File: src/rtl/cellcnt_pkg.sv
package cellcnt_pkg;
  typedef struct packed {
    logic selHi;
    logic selLo;
    logic selHold;
    logic clear;
  } ctlStrobes_t;
endpackage

File: src/rtl/cellCntCtl.sv
module cellCntCtl
  import cellcnt_pkg::*;
#(
  parameter int ADDR_W = 8,
  parameter logic [ADDR_W-1:0] HI_ADDR = 8'h3A,
  parameter logic [ADDR_W-1:0] LO_ADDR = 8'h3B,
  parameter logic [ADDR_W-1:0] HOLD_ADDR = 8'h3C
) (
  input  logic              rdStb,
  input  logic [ADDR_W-1:0] addr,
  output ctlStrobes_t       strobes
);
  always_comb begin
    strobes.selHi   = rdStb && (addr == HI_ADDR);
    strobes.selLo   = rdStb && (addr == LO_ADDR);
    strobes.selHold = rdStb && (addr == HOLD_ADDR);
    strobes.clear   = strobes.selHi || strobes.selLo;
  end
endmodule

File: src/rtl/cellCntDp.sv
module cellCntDp
  import cellcnt_pkg::*;
#(
  parameter int BYTE_W = 8,
  parameter int NBYTES = 2,
  localparam int CNT_W = BYTE_W * NBYTES
) (
  input  logic              clk,
  input  logic              rst,
  input  logic              cellPulse,
  input  ctlStrobes_t       strobes,
  output logic [BYTE_W-1:0] rdData
);
  localparam logic [CNT_W-1:0] MAX_CNT = {CNT_W{1'b1}};

  logic [CNT_W-1:0]  count;
  logic [CNT_W-1:0]  countNext;
  logic [BYTE_W-1:0] holdReg;
  logic [BYTE_W-1:0] hiByte;
  logic [BYTE_W-1:0] loByte;
  logic [BYTE_W-1:0] dataNext;

  assign hiByte = count[CNT_W-1 -: BYTE_W];
  assign loByte = count[BYTE_W-1:0];

  always_comb begin
    if (strobes.clear)
      countNext = {{(CNT_W-1){1'b0}}, cellPulse};
    else if (cellPulse && count != MAX_CNT)
      countNext = count + 1'b1;
    else
      countNext = count;
  end

  always_comb begin
    dataNext = '0;
    if (strobes.selHi)   dataNext = hiByte;
    if (strobes.selLo)   dataNext = loByte;
    if (strobes.selHold) dataNext = holdReg;
  end

  always_ff @(posedge clk) begin
    if (rst) begin
      count   <= '0;
      holdReg <= '0;
      rdData  <= '0;
    end else begin
      count  <= countNext;
      rdData <= dataNext;
      if (strobes.selHi)
        holdReg <= loByte;
      else if (strobes.selLo)
        holdReg <= hiByte;
    end
  end
endmodule

File: src/rtl/cellCntRor.sv
module cellCntRor
  import cellcnt_pkg::*;
(
  input  logic       clk,
  input  logic       rst,
  input  logic       cellPulse,
  input  logic [7:0] addr,
  input  logic       rdStb,
  output logic [7:0] rdData
);
  ctlStrobes_t strobes;

  cellCntCtl #(.ADDR_W(8)) u_ctl (
    .rdStb(rdStb), .addr(addr), .strobes(strobes)
  );

  cellCntDp #(.BYTE_W(8), .NBYTES(2)) u_dp (
    .clk(clk), .rst(rst), .cellPulse(cellPulse),
    .strobes(strobes), .rdData(rdData)
  );
endmodule

File: config.mk
export PLATFORM = sky130hd
export DESIGN_NAME = cellCntRor
export DESIGN_NICKNAME = d
export VERILOG_FILES = /design/src/rtl/cellcnt_pkg.sv /design/src/rtl/cellCntCtl.sv /design/src/rtl/cellCntDp.sv /design/src/rtl/cellCntRor.sv
export SDC_FILE = /design/constraint.sdc
export NUM_CORES = 1
export LEC_CHECK = 0
export ABC_AREA = 1
export BUFFER_PORTS_ARGS = -buffer_cell sky130_fd_sc_hd__clkbuf_2
export CAP_MARGIN = 0
export CORE_MARGIN = 1.5
export CORE_UTILIZATION = 52
export DETAILED_ROUTE_END_ITERATION = 16
export MAX_ROUTING_LAYER = met4
export PLACE_DENSITY = 0.86
export RECOVER_POWER = 25
export SYNTH_ARGS = -nofsm -noshare
export SYNTH_HDL_FRONTEND = slang
export SYNTH_SLANG_ARGS = --single-unit
File: constraint.sdc
create_clock -name clk -period 1.5 [get_ports clk]
set_input_delay 0.225 -clock clk [delete_from_list [all_inputs] [get_ports clk]]
set_output_delay 0.225 -clock clk [all_outputs]
set_load 0.005 [all_outputs]
==> results of run 1 <==
==> synth_stat cells (2+ instances only) <==
cell | n | area share [%]
sky130_fd_sc_hd__nand2_1 | 95 | 19
sky130_fd_sc_hd__nand3_1 | 41 | 11
sky130_fd_sc_hd__nor2_1 | 36 | 7.1
sky130_fd_sc_hd__dfxtp_1 | 32 | 34
sky130_fd_sc_hd__inv_1 | 27 | 5.4
sky130_fd_sc_hd__a21oi_2 | 9 | 4.2
sky130_fd_sc_hd__buf_2 | 6 | 1.6
sky130_fd_sc_hd__nand4_1 | 4 | 1.3
sky130_fd_sc_hd__nor2_4 | 4 | 2.4
sky130_fd_sc_hd__nor3_1 | 4 | 1.1
sky130_fd_sc_hd__xnor2_1 | 4 | 1.9
sky130_fd_sc_hd__a21oi_1 | 3 | 0.79
sky130_fd_sc_hd__buf_4 | 3 | 1.2
sky130_fd_sc_hd__buf_6 | 3 | 1.8
sky130_fd_sc_hd__nand2_2 | 3 | 0.99
sky130_fd_sc_hd__xor2_1 | 3 | 1.4
sky130_fd_sc_hd__nor2_2 | 2 | 0.66
==> per-layer routing <==
layer  vias up  GRT usage (%)
li1        984              -
met1       854           26.4
met2        76           42.6
met3        10           5.18
met4         0           9.78
met5         -              -
==> where the power goes <==
group	internal, mW	switching (mW)	leakage (nW)
Sequential	0.855	0.00318	0.259
Clock	0.172	0.277	0.0281
Combinational	0.0497	0.0741	0.808
Total	1.08	0.354	1.09
==> layout make-up <==
cell class	instances	area, um2
Clock buffer	6	41.3
Timing Repair Buffer	47	319
Clock inverter	1	5.00
Multi-Input combinational cell	215	1050
Tap cell	46	57.6
Sequential cell	32	643
Inverter	30	114
Fill cell	313	1180
==> cells by family after synthesis <==
group | Yosys count | synth area share, %
and+or+nand+nor | 193 | 45.8
adders and majority gates | 1 | 0.662
buffers and inverters | 43 | 10.8
DFF | 32 | 33.9
AOI/OAI and AO/OA | 14 | 5.63
xor gates and xnor gates | 7 | 3.24
==> layout by cell type, fill, tap and decap left out, types with 2 or more instances in the layout <==
cell,n
sky130_fd_sc_hd__nor2_1,35
sky130_fd_sc_hd__nor2_2,4
sky130_fd_sc_hd__xnor2_1,4
sky130_fd_sc_hd__clkbuf_2,17
sky130_fd_sc_hd__dfxtp_1,30
sky130_fd_sc_hd__clkinv_2,2
sky130_fd_sc_hd__inv_1,27
sky130_fd_sc_hd__clkbuf_4,5
sky130_fd_sc_hd__a21oi_2,10
sky130_fd_sc_hd__nand2_2,3
sky130_fd_sc_hd__xor2_1,3
sky130_fd_sc_hd__a21oi_1,2
sky130_fd_sc_hd__nand3_1,40
sky130_fd_sc_hd__dfxtp_2,2
sky130_fd_sc_hd__nor3_1,4
sky130_fd_sc_hd__buf_4,26
sky130_fd_sc_hd__nand2_1,95
sky130_fd_sc_hd__clkbuf_1,3
sky130_fd_sc_hd__nor2_4,3
sky130_fd_sc_hd__nand4_1,4
==> worst reg2reg max path: stages (launching register included) <==
cell and delay, ns:
sky130_fd_sc_hd__dfxtp_2 0.34, sky130_fd_sc_hd__ha_2 0.17, sky130_fd_sc_hd__inv_1 0.05, sky130_fd_sc_hd__nor2_2 0.12
sky130_fd_sc_hd__nand2_4 0.09, sky130_fd_sc_hd__nor2_1 0.22, sky130_fd_sc_hd__nand3_1 0.10, sky130_fd_sc_hd__a21boi_0 0.18
sky130_fd_sc_hd__nor2_1 0.07
==> final timing paths <==
kind,depth (start not counted),to,start
hold reg to reg,2,u_dp.holdReg[0],u_dp.holdReg[0]
hold / removal,4,u_dp.count[0],cellPulse
setup reg to reg,8,u_dp.count[0],u_dp.count[0]
setup / recovery,8,u_dp.count[0],u_dp.count[0]
==> timing repair <==
item,CTS,global route
hold buffers,0,0
setup buffers,2,0
pin swaps,1,1
endpoints found under the setup margin,11,9
resized for setup,1,5
==> registers in the layout (all words and copies together), names as in the netlist <==
name / count
u_dp.rdData: 8
u_dp.count: 16
u_dp.holdReg: 8
==> stage by stage <==
| step | hold WS, ns | cells | setup slack (ns) | utilization [%] | TNS (ns) |
|---|---|---|---|---|---|
| final | 0.209 | 377 | 0.0724 | 65.4 | 0 |
| after global routing | 0.235 | 377 | -0.0269 | 65.4 | -0.0269 |
| after CTS | 0.203 | 377 | 0.0279 | 65.2 | 0 |
| after detailed placement | 0.450 | 368 | -0.141 | 63.3 | -1.34 |
| after global placement | 0.443 | 368 | -0.0823 | 63.3 | -0.721 |
| after floorplan | 0.400 | 290 | 0.00631 | - | 0 |
==> impl_results.rst, run 1 <==
.. list-table::
   :header-rows: 1

   * - Metric
     - Value
   * - Leakage power figure
     - 1.09 nW
   * - Worst Tran Pin Value
     - 0.584 ns
   * - Clk sink count
     - 32
   * - Type of the worst setup path
     - reg2reg
   * - Final period demand of the worst path
     - 1.43 ns
   * - Worst path top cell family by delay
     - simple AND/OR/NAND/NOR gates
   * - Detail Placement HPWL
     - 3.20 mm
   * - Met2 layer wire length in the routed design
     - 2.12 mm
   * - Max-slew violations
     - 0
   * - Area of all placed cells without fillers
     - 2230 um2
   * - Total number of placement rows
     - 21
   * - P per Cell Area
     - 640 nW/um2
   * - Distinct cell type count after synthesis
     - 28
   * - Fraction of layout cells with a size suffix above 1
     - 24.2%
   * - Synth Flop Type
     - sky130_fd_sc_hd__dfxtp_1
   * - Cell type with the highest occurrence count on the critical path
     - sky130_fd_sc_hd__nor2_1
   * - Worst path required time
     - 1.73 ns
   * - Count of antenna diodes in the layout
     - 0
   * - Maximum number of pins on one net before global-route repair
     - 17
   * - Vias in the first global route
     - 1833
   * - Global-route total usage across every layer
     - 24.1%
   * - Max FO, Critical Path
     - 4
   * - Port bufs
     - 19
   * - Total number of vias
     - 1924
   * - Effective utilization at floorplan
     - 55.3%
   * - Number of antenna violations at the first check in global routing
     - 0
   * - Total of warnings raised by yosys
     - 0
   * - Total Power
     - 1.43 mW
   * - Total core area
     - 3420 um2
   * - Clock Tree Buf Depth
     - 2
   * - GRT overflow
     - 0
   * - Sequential area share after synthesis
     - 33.9%
   * - Clk pin slew, worst setup/hold paths
     - 0.09 ns
   * - Worst slew margin relative to its limit
     - 61.1%
   * - TritonCTS Buffers
     - 5
   * - Critical path's slowest cell
     - sky130_fd_sc_hd__dfxtp_2
   * - Final setup viols
     - 0
   * - CTS tree
     - done
   * - First DRT Iteration DRCs
     - 107
   * - Critical path data arrival time
     - 1.66 ns
   * - IO Count
     - 20
   * - CP peak stage delay
     - 0.34 ns
   * - Top routing layer in use
     - met4
   * - Flop and latch count out of synthesis
     - 32
   * - Final estimated routing congestion in global placement
     - 0.863
   * - Total die area
     - 4010 um2
   * - Wire length of the first global-routing pass
     - 7.47 mm
   * - Met3 Routed Length
     - 259 um
   * - Worst Path Buf+Inv
     - 1
   * - Endpoint kind of the worst setup timing path
     - flip-flop
   * - Detailed-route DRC error count
     - 0
   * - Detail Route Antenna Nets
     - 0
   * - Unrepaired setup endpoints after global routing
     - true
   * - Net Count, Synth
     - 303
   * - Nature of the critical path startpoint
     - flip-flop
   * - CP cell instances
     - ha_2, inv_1, nor2_2, nand2_4, nor2_1, nand3_1, a21boi_0, nor2_1
   * - Maximum vdd ir drop
     - 591 uV
   * - Max cap viols
     - 0
   * - Routed via count divided by cell count
     - 5.10
   * - Post-Syn Area per Cell
     - 6.52 um2
   * - Die H
     - 63.3 um
   * - Post-Synthesis Cell Area
     - 1890 um2
   * - Total count of hold-check failures in the final report
     - 0
   * - EDFF count, synth
     - 0
   * - Met1 Wirelength
     - 1.82 mm
   * - Post-synthesis instance total
     - 290
   * - Clock Tree Root
     - sky130_fd_sc_hd__clkbuf_4
   * - Outcome
     - complete, no violations
   * - Post-route clock period utilization
     - 95.2%
   * - Clock network latency to the later pin of the worst-skew pair
     - 0.33 ns
   * - Drt pass-1 iters
     - 4
   * - Syn-to-layout area delta
     - 18.2%
   * - Die width
     - 63.3 um
   * - Maximum level of the CTS H-tree
     - 2
   * - Worst Skew
     - 0.00705 ns
   * - Post-DR wirelength/cell
     - 11.4 um
   * - Register-to-register setup slack
     - 0.07 ns
   * - Post-synthesis async set-or-reset flop share
     - 0%
   * - Post-placement cell area
     - 2160 um2
   * - Final layout net count
     - 344
   * - Peak clock frequency supported by timing
     - 700 MHz
   * - Class of the tightest hold or removal check
     - in2reg
   * - Post-detailed-routing wire length
     - 4.28 mm
(Power assumes the default switching activity.)
==> inputs of run 2 (changes only) <==
--- a/config.mk
+++ b/config.mk
@@ -11,7 +11,6 @@
 export CORE_MARGIN = 1.5
 export CORE_UTILIZATION = 52
 export DETAILED_ROUTE_END_ITERATION = 16
-export MAX_ROUTING_LAYER = met4
 export PLACE_DENSITY = 0.86
 export RECOVER_POWER = 25
 export SYNTH_ARGS = -nofsm -noshare
==> impl_results.rst, run 2 (synthesized netlist as in run 1, its figures left out) <==
.. list-table::
   :header-rows: 1

   * - Metric
     - Value
   * - Outcome
     - complete, no violations (unchanged)
   * - Effective utilization at floorplan
     - 55.3% (unchanged)
   * - Total die area
     - 4010 um2 (unchanged)
   * - Critical path's slowest cell
     - sky130_fd_sc_hd__dfxtp_2 (unchanged)
   * - Routed via count divided by cell count
     - 5.08 (was 5.10)
   * - Fraction of layout cells with a size suffix above 1
     - 24.2% (unchanged)
   * - Clock Tree Buf Depth
     - 2 (unchanged)
   * - Critical path data arrival time
     - 1.63 ns (was 1.66 ns)
   * - Max-slew violations
     - 0 (unchanged)
   * - Total count of hold-check failures in the final report
     - 0 (unchanged)
   * - Total number of vias
     - 1916 (was 1924)
   * - Number of instances on the worst hold path
     - 4 (unchanged)
   * - Largest registers in the final layout
     - u_dp.count: 16 flops, u_dp.holdReg: 8 flops, u_dp.rdData: 8 flops (unchanged)
   * - Clock network latency to the later pin of the worst-skew pair
     - 0.33 ns (about the same)
   * - Clock Tree Root
     - sky130_fd_sc_hd__clkbuf_4 (unchanged)
   * - Clk pin slew, worst setup/hold paths
     - 0.10 ns (was 0.09 ns)
   * - Total instance count after detailed placement
     - 368 (unchanged)
   * - Total core area
     - 3420 um2 (unchanged)
   * - Post-route clock period utilization
     - 93.2% (was 95.2%)
   * - Worst path top cell family by delay
     - simple AND/OR/NAND/NOR gates (unchanged)
   * - Final estimated routing congestion in global placement
     - 0.850 (was 0.863)
   * - TritonCTS Buffers
     - 5 (unchanged)
   * - Reg2reg end
     - u_dp.count[1] (was u_dp.count[0])
   * - Detail Route Antenna Nets
     - 0 (unchanged)
   * - Destination of the worst hold path
     - u_dp.count[0] (unchanged)
   * - Final period demand of the worst path
     - 1.40 ns (was 1.43 ns)
   * - Number of antenna violations at the first check in global routing
     - 0 (unchanged)
   * - Reg-to-Reg Start
     - u_dp.count[0] (unchanged)
   * - Max FO, Critical Path
     - 6 (was 4)
   * - Maximum number of pins on one net before global-route repair
     - 17 (unchanged)
   * - Max cap viols
     - 0 (unchanged)
   * - Hold Path Origin
     - cellPulse (unchanged)
   * - Detailed-route DRC error count
     - 0 (unchanged)
   * - Class of the tightest hold or removal check
     - in2reg (unchanged)
   * - Peak clock frequency supported by timing
     - 715 MHz (was 700 MHz)
   * - Clk sink count
     - 32 (unchanged)
   * - Worst slew margin relative to its limit
     - 61.0% (was 61.1%)
   * - Total number of placement rows
     - 21 (unchanged)
   * - CTS tree
     - done (unchanged)
   * - Nature of the critical path startpoint
     - flip-flop (unchanged)
   * - Worst Skew
     - 0.00814 ns (was 0.00705 ns)
   * - Worst path required time
     - 1.73 ns (about the same)
   * - Register containing the most flip-flops in the final layout
     - u_dp.count (unchanged)
   * - Leakage power figure
     - 1.09 nW (unchanged)
   * - Total negative slack
     - 0 ns (unchanged)
   * - Hold buffers post-CTS
     - 0 (unchanged)
   * - P per Cell Area
     - 641 nW/um2 (was 640 nW/um2)
   * - Final setup viols
     - 0 (unchanged)
   * - Final layout net count
     - 344 (unchanged)
   * - Syn-to-layout area delta
     - 18.2% (unchanged)
   * - Most common cell after layout, fill and taps aside
     - sky130_fd_sc_hd__nand2_1 (unchanged)
   * - Unrepaired setup endpoints after global routing
     - true (unchanged)
   * - Cell type with the highest occurrence count on the critical path
     - sky130_fd_sc_hd__nor2_4 (was sky130_fd_sc_hd__nor2_1)
   * - Port bufs
     - 19 (unchanged)
   * - Worst Tran Pin Value
     - 0.584 ns (about the same)
   * - Die width
     - 63.3 um (unchanged)
   * - Register-to-register setup slack
     - 0.10 ns (was 0.07 ns)
   * - Count of antenna diodes in the layout
     - 0 (unchanged)
   * - Most used cells in the layout excluding fill and tap cells
     - sky130_fd_sc_hd__nand2_1, sky130_fd_sc_hd__nand3_1, sky130_fd_sc_hd__nor2_1 (unchanged)
   * - IO Count
     - 20 (unchanged)
   * - GRT overflow
     - 0 (unchanged)
   * - Post-detailed-routing wire length
     - 4.25 mm (was 4.28 mm)
   * - Type of the worst setup path
     - reg2reg (unchanged)
   * - CP cell instances
     - ha_2, inv_1, nor2_2, nand2_4, nor2_4, nor2_4, buf_4, o21ai_0, nor2_1 (was ha_2, inv_1, nor2_2, nand2_4, nor2_1, nand3_1, a21boi_0, nor2_1)
   * - Global-route total usage across every layer
     - 23.4% (was 24.1%)
   * - Post-DR wirelength/cell
     - 11.3 um (was 11.4 um)
   * - First DRT Iteration DRCs
     - 97 (was 107)
   * - Number of cell instances on the worst register-to-register path
     - 9 (was 8)
   * - CP peak stage delay
     - 0.34 ns (about the same)
   * - Flip-flop count of the largest register after layout
     - 16 (unchanged)
   * - Worst Hold Margin
     - 0.207 ns (was 0.209 ns)
   * - Worst Path Buf+Inv
     - 2 (was 1)
   * - Wire length of the first global-routing pass
     - 7.47 mm (about the same)
   * - Non-filler cells, final
     - 377 (unchanged)
   * - Drt pass-1 iters
     - 4 (unchanged)
   * - Maximum level of the CTS H-tree
     - 2 (unchanged)
   * - Maximum vdd ir drop
     - 594 uV (was 591 uV)
   * - Vias in the first global route
     - 1828 (was 1833)
   * - Detail Placement HPWL
     - 3.20 mm (unchanged)
   * - Endpoint kind of the worst setup timing path
     - flip-flop (unchanged)
   * - Die H
     - 63.3 um (unchanged)
## run 2: cell counts in the layout (fill, tap and decap cells not counted)
Identical to the previous run, type by type.
## run 2: timing repair
| item | CTS | global route |
|---|---|---|
| setup buffers | 2 | 0 |
| pin swaps | 1 | 1 |
| endpoints found under the setup margin | 11 | 9 |
| gates cloned | 0 | 0 |
| resized for setup | 1 | 5 |
## run 2: report_power, final
part	internal [mW]	total, mW	switching [mW]
Clock	0.172	0.450	0.278
Combinational	0.0497	0.124	0.0739
Sequential	0.855	0.858	0.00318
## run 2: stage by stage
| stage | instance area (um2) | total power, mW | setup WS [ns] | utilization [%] |
|---|---|---|---|---|
| after floorplan | 1890 | 0.950 | 0.00631 | - |
| after global placement | 2160 | 0.991 | -0.0823 | 63.3 |
| after detailed placement | 2160 | 0.994 | -0.141 | 63.3 |
| after CTS | 2230 | 1.44 | 0.0279 | 65.2 |
| after global routing | 2230 | 1.50 | -0.0269 | 65.4 |
| final | 2230 | 1.43 | 0.102 | 65.4 |
## run 2: worst max path at each step
stage | from | end | slack [ns] | depth (start not counted)
after global placement | u_dp.count[0] | u_dp.count[1] | -0.08 | 9
after floorplan | u_dp.count[0] | u_dp.count[13] | 0.006 | 9
after detailed placement | u_dp.count[0] | u_dp.count[6] | -0.14 | 9
after CTS | u_dp.count[0] | u_dp.count[13] | 0.03 | 9
after global routing | u_dp.count[0] | u_dp.count[0] | -0.03 | 8
final | u_dp.count[0] | u_dp.count[1] | 0.10 | 9
## run 2: layout make-up
class | instances | area, um2
clock buffer | 6 | 41.3
clock inverter | 1 | 5.00
fill | 313 | 1180
inverter | 30 | 114
multi-input combinational | 215 | 1050
sequential | 32 | 643
tap | 46 | 57.6
timing repair buffer | 47 | 319
## run 2: tightest hold or removal path: cells and delay by family
family / cells / cell delay, ns
and+or+nand+nor: 3 / 0.18
buffers and inverters: 1 / 0.11
## run 2: routing by layer
metal / GRT usage, % / vias up / part of all wire [%]
met5: 0 / - / 0
met4: 9.78 / 0 / 2.2
met3: 5.18 / 10 / 6.5
met2: 42.6 / 77 / 49
met1: 26.3 / 846 / 42
li1: - / 983 / -
